`config.mk`:
```
export PLATFORM = sky130hd
export DESIGN_NAME = conv_start_ctrl
export DESIGN_NICKNAME = d
export VERILOG_FILES = /design/src/rtl/conv_start_pkg.sv /design/src/rtl/trig_filter.sv /design/src/rtl/start_flag_core.sv /design/src/rtl/power_ctrl.sv /design/src/rtl/conv_start_ctrl.sv
export SDC_FILE = /design/constraint.sdc
export NUM_CORES = 1
export LEC_CHECK = 0
export CORE_MARGIN = 10
export CORE_UTILIZATION = 25
export CTS_BUF_LIST = sky130_fd_sc_hd__clkbuf_8
export DETAILED_ROUTE_END_ITERATION = 10
export GPL_TIMING_DRIVEN = 0
export PLACE_DENSITY_LB_ADDON = 0.1
export SKIP_LAST_GASP = 1
export SYNTH_ARGS = -nofsm -noshare
export SYNTH_HDL_FRONTEND = slang
export SYNTH_HIERARCHICAL = 1
export SYNTH_SLANG_ARGS = --single-unit
```
`constraint.sdc`:
```
create_clock -name clk -period 1.7 [get_ports clk]
set_input_delay 0.425 -clock clk [delete_from_list [all_inputs] [get_ports clk]]
set_output_delay 0.425 -clock clk [all_outputs]
set_load 0.05 [all_outputs]
```
`src/rtl/conv_start_pkg.sv`:
```
package conv_start_pkg;

    localparam int SRC_EXT = 0;
    localparam int SRC_TMR = 1;
    localparam int NUM_SRC = 2;

    typedef enum logic {
        MODE_SINGLE = 1'b0,
        MODE_CONT   = 1'b1
    } conv_mode_e;

    typedef struct packed {
        logic flag;
        logic pulse;
    } start_state_t;

endpackage

```
`src/rtl/trig_filter.sv`:
```
module trig_filter #(
    parameter int MIN_LOW = 2
) (
    input  logic clk,
    input  logic rst_n,
    input  logic trig_n,
    output logic evt
);

    localparam int CW = $clog2(MIN_LOW + 1);
    localparam logic [CW-1:0] CNT_MAX  = CW'(MIN_LOW);
    localparam logic [CW-1:0] CNT_LAST = CW'(MIN_LOW - 1);

    typedef struct packed {
        logic          s1;
        logic          s2;
        logic [CW-1:0] cnt;
        logic          filt;
        logic          evt;
    } filt_state_t;

    filt_state_t st_d, st_q;

    always_comb begin
        st_d    = st_q;
        st_d.s1 = trig_n;
        st_d.s2 = st_q.s1;
        if (st_q.s2) begin
            st_d.cnt  = '0;
            st_d.filt = 1'b1;
        end else begin
            if (st_q.cnt < CNT_MAX) begin
                st_d.cnt = st_q.cnt + 1'b1;
            end
            if (st_q.cnt >= CNT_LAST) begin
                st_d.filt = 1'b0;
            end
        end
        st_d.evt = st_q.filt & ~st_d.filt;
    end

    always_ff @(posedge clk or negedge rst_n) begin
        if (!rst_n) begin
            st_q <= '{s1: 1'b1, s2: 1'b1, cnt: '0, filt: 1'b1, evt: 1'b0};
        end else begin
            st_q <= st_d;
        end
    end

    assign evt = st_q.evt;

    // the filtered level only falls after a low synchronised sample
    a_r3_fall_after_low: assert property (@(posedge clk) disable iff (!rst_n)
        $fell(st_q.filt) |-> !$past(st_q.s2));

    // one request per unbroken low run
    a_r3_single_evt: assert property (@(posedge clk) disable iff (!rst_n)
        st_q.evt |=> !st_q.evt);

    // an event coincides with a low filtered level
    a_r2_evt_filt_low: assert property (@(posedge clk) disable iff (!rst_n)
        st_q.evt |-> !st_q.filt);

endmodule

```
`src/rtl/start_flag_core.sv`:
```
module start_flag_core
    import conv_start_pkg::*;
#(
    parameter int N_SRC = NUM_SRC
) (
    input  logic             clk,
    input  logic             rst_n,
    input  logic [N_SRC-1:0] src_evt,
    input  logic [N_SRC-1:0] src_en,
    input  logic             sw_wr,
    input  logic             sw_wdata,
    input  conv_mode_e       mode,
    input  logic             group_done,
    output logic             flag,
    output logic             pulse
);

    start_state_t st_d, st_q;
    logic         hw_req;
    logic         sw_set;
    logic         sw_clr;
    logic         grp_clr;

    always_comb begin
        hw_req  = |(src_evt & src_en);
        sw_set  = sw_wr & sw_wdata;
        sw_clr  = sw_wr & ~sw_wdata;
        grp_clr = st_q.flag & group_done & (mode == MODE_SINGLE);

        st_d       = st_q;
        st_d.pulse = 1'b0;
        if (sw_clr) begin
            st_d.flag = 1'b0;
        end else if (grp_clr) begin
            st_d.flag = 1'b0;
        end else if (!st_q.flag && (hw_req || sw_set)) begin
            st_d.flag  = 1'b1;
            st_d.pulse = 1'b1;
        end
    end

    always_ff @(posedge clk or negedge rst_n) begin
        if (!rst_n) begin
            st_q <= '{flag: 1'b0, pulse: 1'b0};
        end else begin
            st_q <= st_d;
        end
    end

    assign flag  = st_q.flag;
    assign pulse = st_q.pulse;

    // the pulse marks only a fresh rise of the flag
    a_r13_pulse_on_rise: assert property (@(posedge clk) disable iff (!rst_n)
        st_q.pulse |-> (st_q.flag && !$past(st_q.flag)));

    // every rise of the flag carries a pulse
    a_r13_rise_has_pulse: assert property (@(posedge clk) disable iff (!rst_n)
        $rose(st_q.flag) |-> st_q.pulse);

    // no new start while already set
    a_r7_no_pulse_when_set: assert property (@(posedge clk) disable iff (!rst_n)
        st_q.flag |=> !st_q.pulse);

    // single mode clears at end of group
    a_r8_single_clear: assert property (@(posedge clk) disable iff (!rst_n)
        (st_q.flag && group_done && mode == MODE_SINGLE) |=> !st_q.flag);

    // continuous mode holds the flag
    a_r9_cont_hold: assert property (@(posedge clk) disable iff (!rst_n)
        (st_q.flag && mode == MODE_CONT && !(sw_wr && !sw_wdata)) |=> st_q.flag);

    // software zero write clears
    a_r10_sw_clear: assert property (@(posedge clk) disable iff (!rst_n)
        (sw_wr && !sw_wdata) |=> !st_q.flag);

endmodule

```
`src/rtl/power_ctrl.sv`:
```
module power_ctrl (
    input  logic clk,
    input  logic rst_n,
    input  logic pwr_wr,
    input  logic pwr_wdata,
    input  logic halt,
    output logic pwr_en
);

    logic pwr_d, pwr_q;

    always_comb begin
        pwr_d = pwr_q;
        if (halt) begin
            pwr_d = 1'b0;
        end else if (pwr_wr) begin
            pwr_d = pwr_wdata;
        end
    end

    always_ff @(posedge clk or negedge rst_n) begin
        if (!rst_n) begin
            pwr_q <= 1'b0;
        end else begin
            pwr_q <= pwr_d;
        end
    end

    assign pwr_en = pwr_q;

    // halt powers the converter down
    a_r12_halt_clears: assert property (@(posedge clk) disable iff (!rst_n)
        halt |=> !pwr_q);

    // bit changes only through a write or halt
    a_r12_stable_idle: assert property (@(posedge clk) disable iff (!rst_n)
        (!halt && !pwr_wr) |=> $stable(pwr_q));

endmodule

```
`src/rtl/conv_start_ctrl.sv`:
```
module conv_start_ctrl
    import conv_start_pkg::*;
#(
    parameter int MIN_LOW = 2
) (
    input  logic clk,
    input  logic rst_n,
    input  logic ext_trig_n,
    input  logic tmr_trig_n,
    input  logic ext_en,
    input  logic tmr_en,
    input  logic sw_wr,
    input  logic sw_wdata,
    input  logic mode_cont,
    input  logic group_done,
    input  logic pwr_wr,
    input  logic pwr_wdata,
    input  logic halt,
    output logic start_flag,
    output logic start_pulse,
    output logic pwr_en
);

    logic [NUM_SRC-1:0] trig_n_vec;
    logic [NUM_SRC-1:0] en_vec;
    logic [NUM_SRC-1:0] evt_vec;
    conv_mode_e         mode;

    always_comb begin
        trig_n_vec          = '1;
        trig_n_vec[SRC_EXT] = ext_trig_n;
        trig_n_vec[SRC_TMR] = tmr_trig_n;
        en_vec              = '0;
        en_vec[SRC_EXT]     = ext_en;
        en_vec[SRC_TMR]     = tmr_en;
        mode                = mode_cont ? MODE_CONT : MODE_SINGLE;
    end

    for (genvar g = 0; g < NUM_SRC; g++) begin : g_src
        trig_filter #(.MIN_LOW(MIN_LOW)) u_filt (
            .clk    (clk),
            .rst_n  (rst_n),
            .trig_n (trig_n_vec[g]),
            .evt    (evt_vec[g])
        );
    end

    start_flag_core #(.N_SRC(NUM_SRC)) u_core (
        .clk        (clk),
        .rst_n      (rst_n),
        .src_evt    (evt_vec),
        .src_en     (en_vec),
        .sw_wr      (sw_wr),
        .sw_wdata   (sw_wdata),
        .mode       (mode),
        .group_done (group_done),
        .flag       (start_flag),
        .pulse      (start_pulse)
    );

    power_ctrl u_pwr (
        .clk       (clk),
        .rst_n     (rst_n),
        .pwr_wr    (pwr_wr),
        .pwr_wdata (pwr_wdata),
        .halt      (halt),
        .pwr_en    (pwr_en)
    );

    // power state never blocks a start request from setting the flag
    a_r11_start_without_power: assert property (@(posedge clk) disable iff (!rst_n)
        (!start_flag && (evt_vec & en_vec) != '0 && !sw_wr) |=> start_flag);

endmodule

```
==> flow_metrics.py <==
metrics = {
    "status": {
        "status": "completed",
    },
    "logic_synthesis": {
        "yosysMostFrequentCell": "dfrtp_1",
        "synth.avg_cell_area_um2": 13.6,
        "yosysWarnings": 6,
        "yosys.area.top_type": "dfrtp_1",
        "synth_top_family_by_area": "simple AND/OR/NAND/NOR gates",
        "ys_ff_latch": 15,
        "synth_edf_count": 0,
        "synth_compound_area_share_pct": 7.62,
        "muxShareOfSynthArea_pct": 1.79,
        "synth_xor_xnor_area_share_pct": 3.14,
        "synthAdderAreaFrac_pct": 4.48,
        "yosys_most_used_dff": "dfrtp_1",
        "syn_inst": 41,
        "yosys.area.top_type_share_pct": 40.4,
        "synth_area_leaders": "dfrtp_1, dfstp_2, nor2_1, ha_1, inv_1",
        "async_reset_ff_share_pct": 100,
        "synth_cell_type_count": 14,
        "synth_top_cells_by_count": "dfrtp_1, nor2_1, dfstp_2, inv_1",
        "synth-simple-area-share_pct": 11.0,
        "synthesis.area_um2": 558,
        "ys_seq_area_share_pct": 68.6,
        "synth_nets": 56,
    },
    "critical_path": {
        "end_kind": "output port",
        "worstPathMaxFanout": 4,
        "crit_start": "u_core/flag",
        "r2r-start": "g_src[0].u_filt/evt",
        "critPathMaxStageDelay_ns": 0.54,
        "startpoint_type": "flip-flop",
        "critPathArrivalTime_ns": 1.15,
        "cp.required_ns": 1.27,
        "critPathTopFamily": "buffers and inverters",
        "slowest_stage": "dlygate4sd2_1",
        "critical_path_class": "flip-flop to output port",
        "critPathBufInv": 1,
        "crit_path_cell_trace": "dlygate4sd2_1",
    },
    "grt": {
        "track_usage_pct": 4.64,
        "use_met3_pct": 3.64,
        "grt_pass1_vias": 343,
        "top_usage_layer": "met2",
        "met1_usage_pct": 5.07,
        "grt_max_degree": 16,
        "grt_pass1_wl_mm": 1.55,
        "grt.met2_usage_pct": 6.04,
        "grt_antenna_before_repair": 0,
        "overflow": 0,
    },
    "pwr": {
        "leakagePower_nw": 0.366,
        "p_sw_share_pct": 28.7,
        "irDropWorstVdd_v": 0.000470,
        "internal-power_mw": 0.744,
        "p_clk_share_pct": 26.3,
        "p_per_area_nw_per_um2": 1330,
        "power_frac_seq_pct": 49.2,
        "p_sw_mw": 0.300,
        "pwr-share-comb_pct": 24.5,
    },
    "floorplanning": {
        "core_area_um2": 2170,
        "start_util_pct": 25.7,
        "die-area_um2": 4520,
        "die_w_um": 67.2,
        "die_h_um": 67.2,
        "ios": 16,
        "core.rowCount": 17,
    },
    "timing": {
        "fin_ws_ns": 0.127,
        "fin_crit_sh_pct": 92.5,
        "grt_setup_unrepaired": "no",
        "final-hold-violation-count": 0,
        "fin_tns_setup_ns": 0,
        "finalClockSkew_ns": 0.00348,
        "period_needed_ns": 1.57,
        "whs_ns": 0.356,
        "setup_viol": 0,
        "max_slew_margin_pct": 56.7,
        "final_max_slew_viol_count": 0,
        "max_freq_mhz": 636,
        "tightest_slew_ns": 0.648,
    },
    "finish": {
        "final_util_pct": 36.2,
        "multiInputGateArea_um2": 156,
        "seqCellArea_um2": 383,
        "drive_gt1_share_pct": 18.3,
        "fill_cells": 228,
        "fin_nets": 76,
        "antennaDiodeCount": 0,
        "area_growth_pct": 40.6,
    },
    "clock_tree": {
        "post_cts_buffers": 0,
        "cts_root_buf": "clkbuf_8",
        "htree_levels": 1,
        "numCtsBuffers": 3,
        "cts.clk_slew.worst_paths_ns": 0.06,
        "clock-sinks": 15,
        "clock_path_buffers": 2,
        "ctsResizeCount": 3,
        "cts_tree": "done",
        "clock_latency_ns": 0.24,
        "ctsHoldBuffers": 0,
    },
    "placement": {
        "gp_congestion": 0.654,
        "hpwl_um": 725,
        "numPortBuffers": 15,
        "dp_slack_ns": 0.0967,
    },
    "worst_hold_path": {
        "min_path_type": "flip-flop to flip-flop",
        "hp-start": "g_src[0].u_filt/st_d[4]",
    },
    "drt": {
        "drcViolationCount": 0,
        "vias": 345,
        "wl_um": 939,
        "routedWlPerCell_um": 10.7,
        "routed_via_density": 3.92,
        "drtAntennaViolNets": 0,
        "drtIter0Drc": 10,
        "drt_first_pass_iters": 2,
    },
    "job": {
        "drv_cap": 0,
    },
}
==> cell usage in the layout (no fill, tap or decap), types with 2 or more instances in the layout <==
master           instances
dlygate4sd2_1            3
dfstp_2                  6
inv_1                    6
nor3b_1                  2
ha_1                     2
clkdlybuf4s50_1         12
a21o_1                   2
dfrtp_1                  9
clkbuf_8                 3
nor2_1                   7
xor2_1                   2
==> flip-flops by register name, indices dropped and copies added, names as in the netlist <==
name,flops
g_src.u_filt/st_q,8
g_src.u_filt/evt,2
g_src.u_filt/st_d,2
u_core/flag,1
u_core/pulse,1
u_pwr/pwr_en,1
==> metal layers <==
metal / vias up / part of all wire [%] / routed length (um)
li1: 173 / - / -
met1: 157 / 47 / 440
met2: 15 / 38 / 356
met3: 0 / 15 / 142
met4: 0 / 0 / 0
met5: - / 0 / 0
==> final timing paths <==
kind	endpoint	slack, ns	cells after the start
worst max-delay path	start_flag	0.13	1
worst min-delay path	g_src[0].u_filt/st_q[4]	0.36	0
worst max register to register	u_core/flag	0.77	2
worst min register to register	g_src[0].u_filt/st_q[4]	0.36	0
max in group asynchronous	u_core/flag	0.70	1
min in group asynchronous	u_pwr/pwr_en	0.58	1
==> logic make-up after synthesis <==
family | Yosys count
multiplexers | 1
buffers and inverters | 5
adder cells (fa/ha/maj) | 2
flip-flops | 15
AO/OA/AOI/OAI | 4
XOR/XNOR | 2
AND/OR/NAND/NOR | 12
==> through the flow <==
stage	area, um^2	power (mW)	instances
after global routing	785	1.12	88
after floorplan	558	0.698	41
after global placement	743	0.780	84
final	785	1.04	88
after detailed placement	743	0.792	84
after CTS	785	1.07	88
==> power by group through the flow <==
stage | clock network, mW | registers [mW] | logic (mW)
CTS | 0.288 | 0.516 | 0.264
global route | 0.303 | 0.525 | 0.290
floorplan | 0 | 0.546 | 0.151
global placement | 0 | 0.519 | 0.261
detailed placement | 0 | 0.521 | 0.271
finish | 0.274 | 0.514 | 0.256
==> cell type report <==
cell class / count / area share (%)
Multi-Input combinational cell: 21 / 19.9
Sequential cell: 15 / 48.8
Tap cell: 28 / 4.47
Timing Repair Buffer: 15 / 18.7
Clock buffer: 3 / 5.26
Inverter: 5 / 2.39
Clock inverter: 1 / 0.478
(Power assumes the default switching activity.)
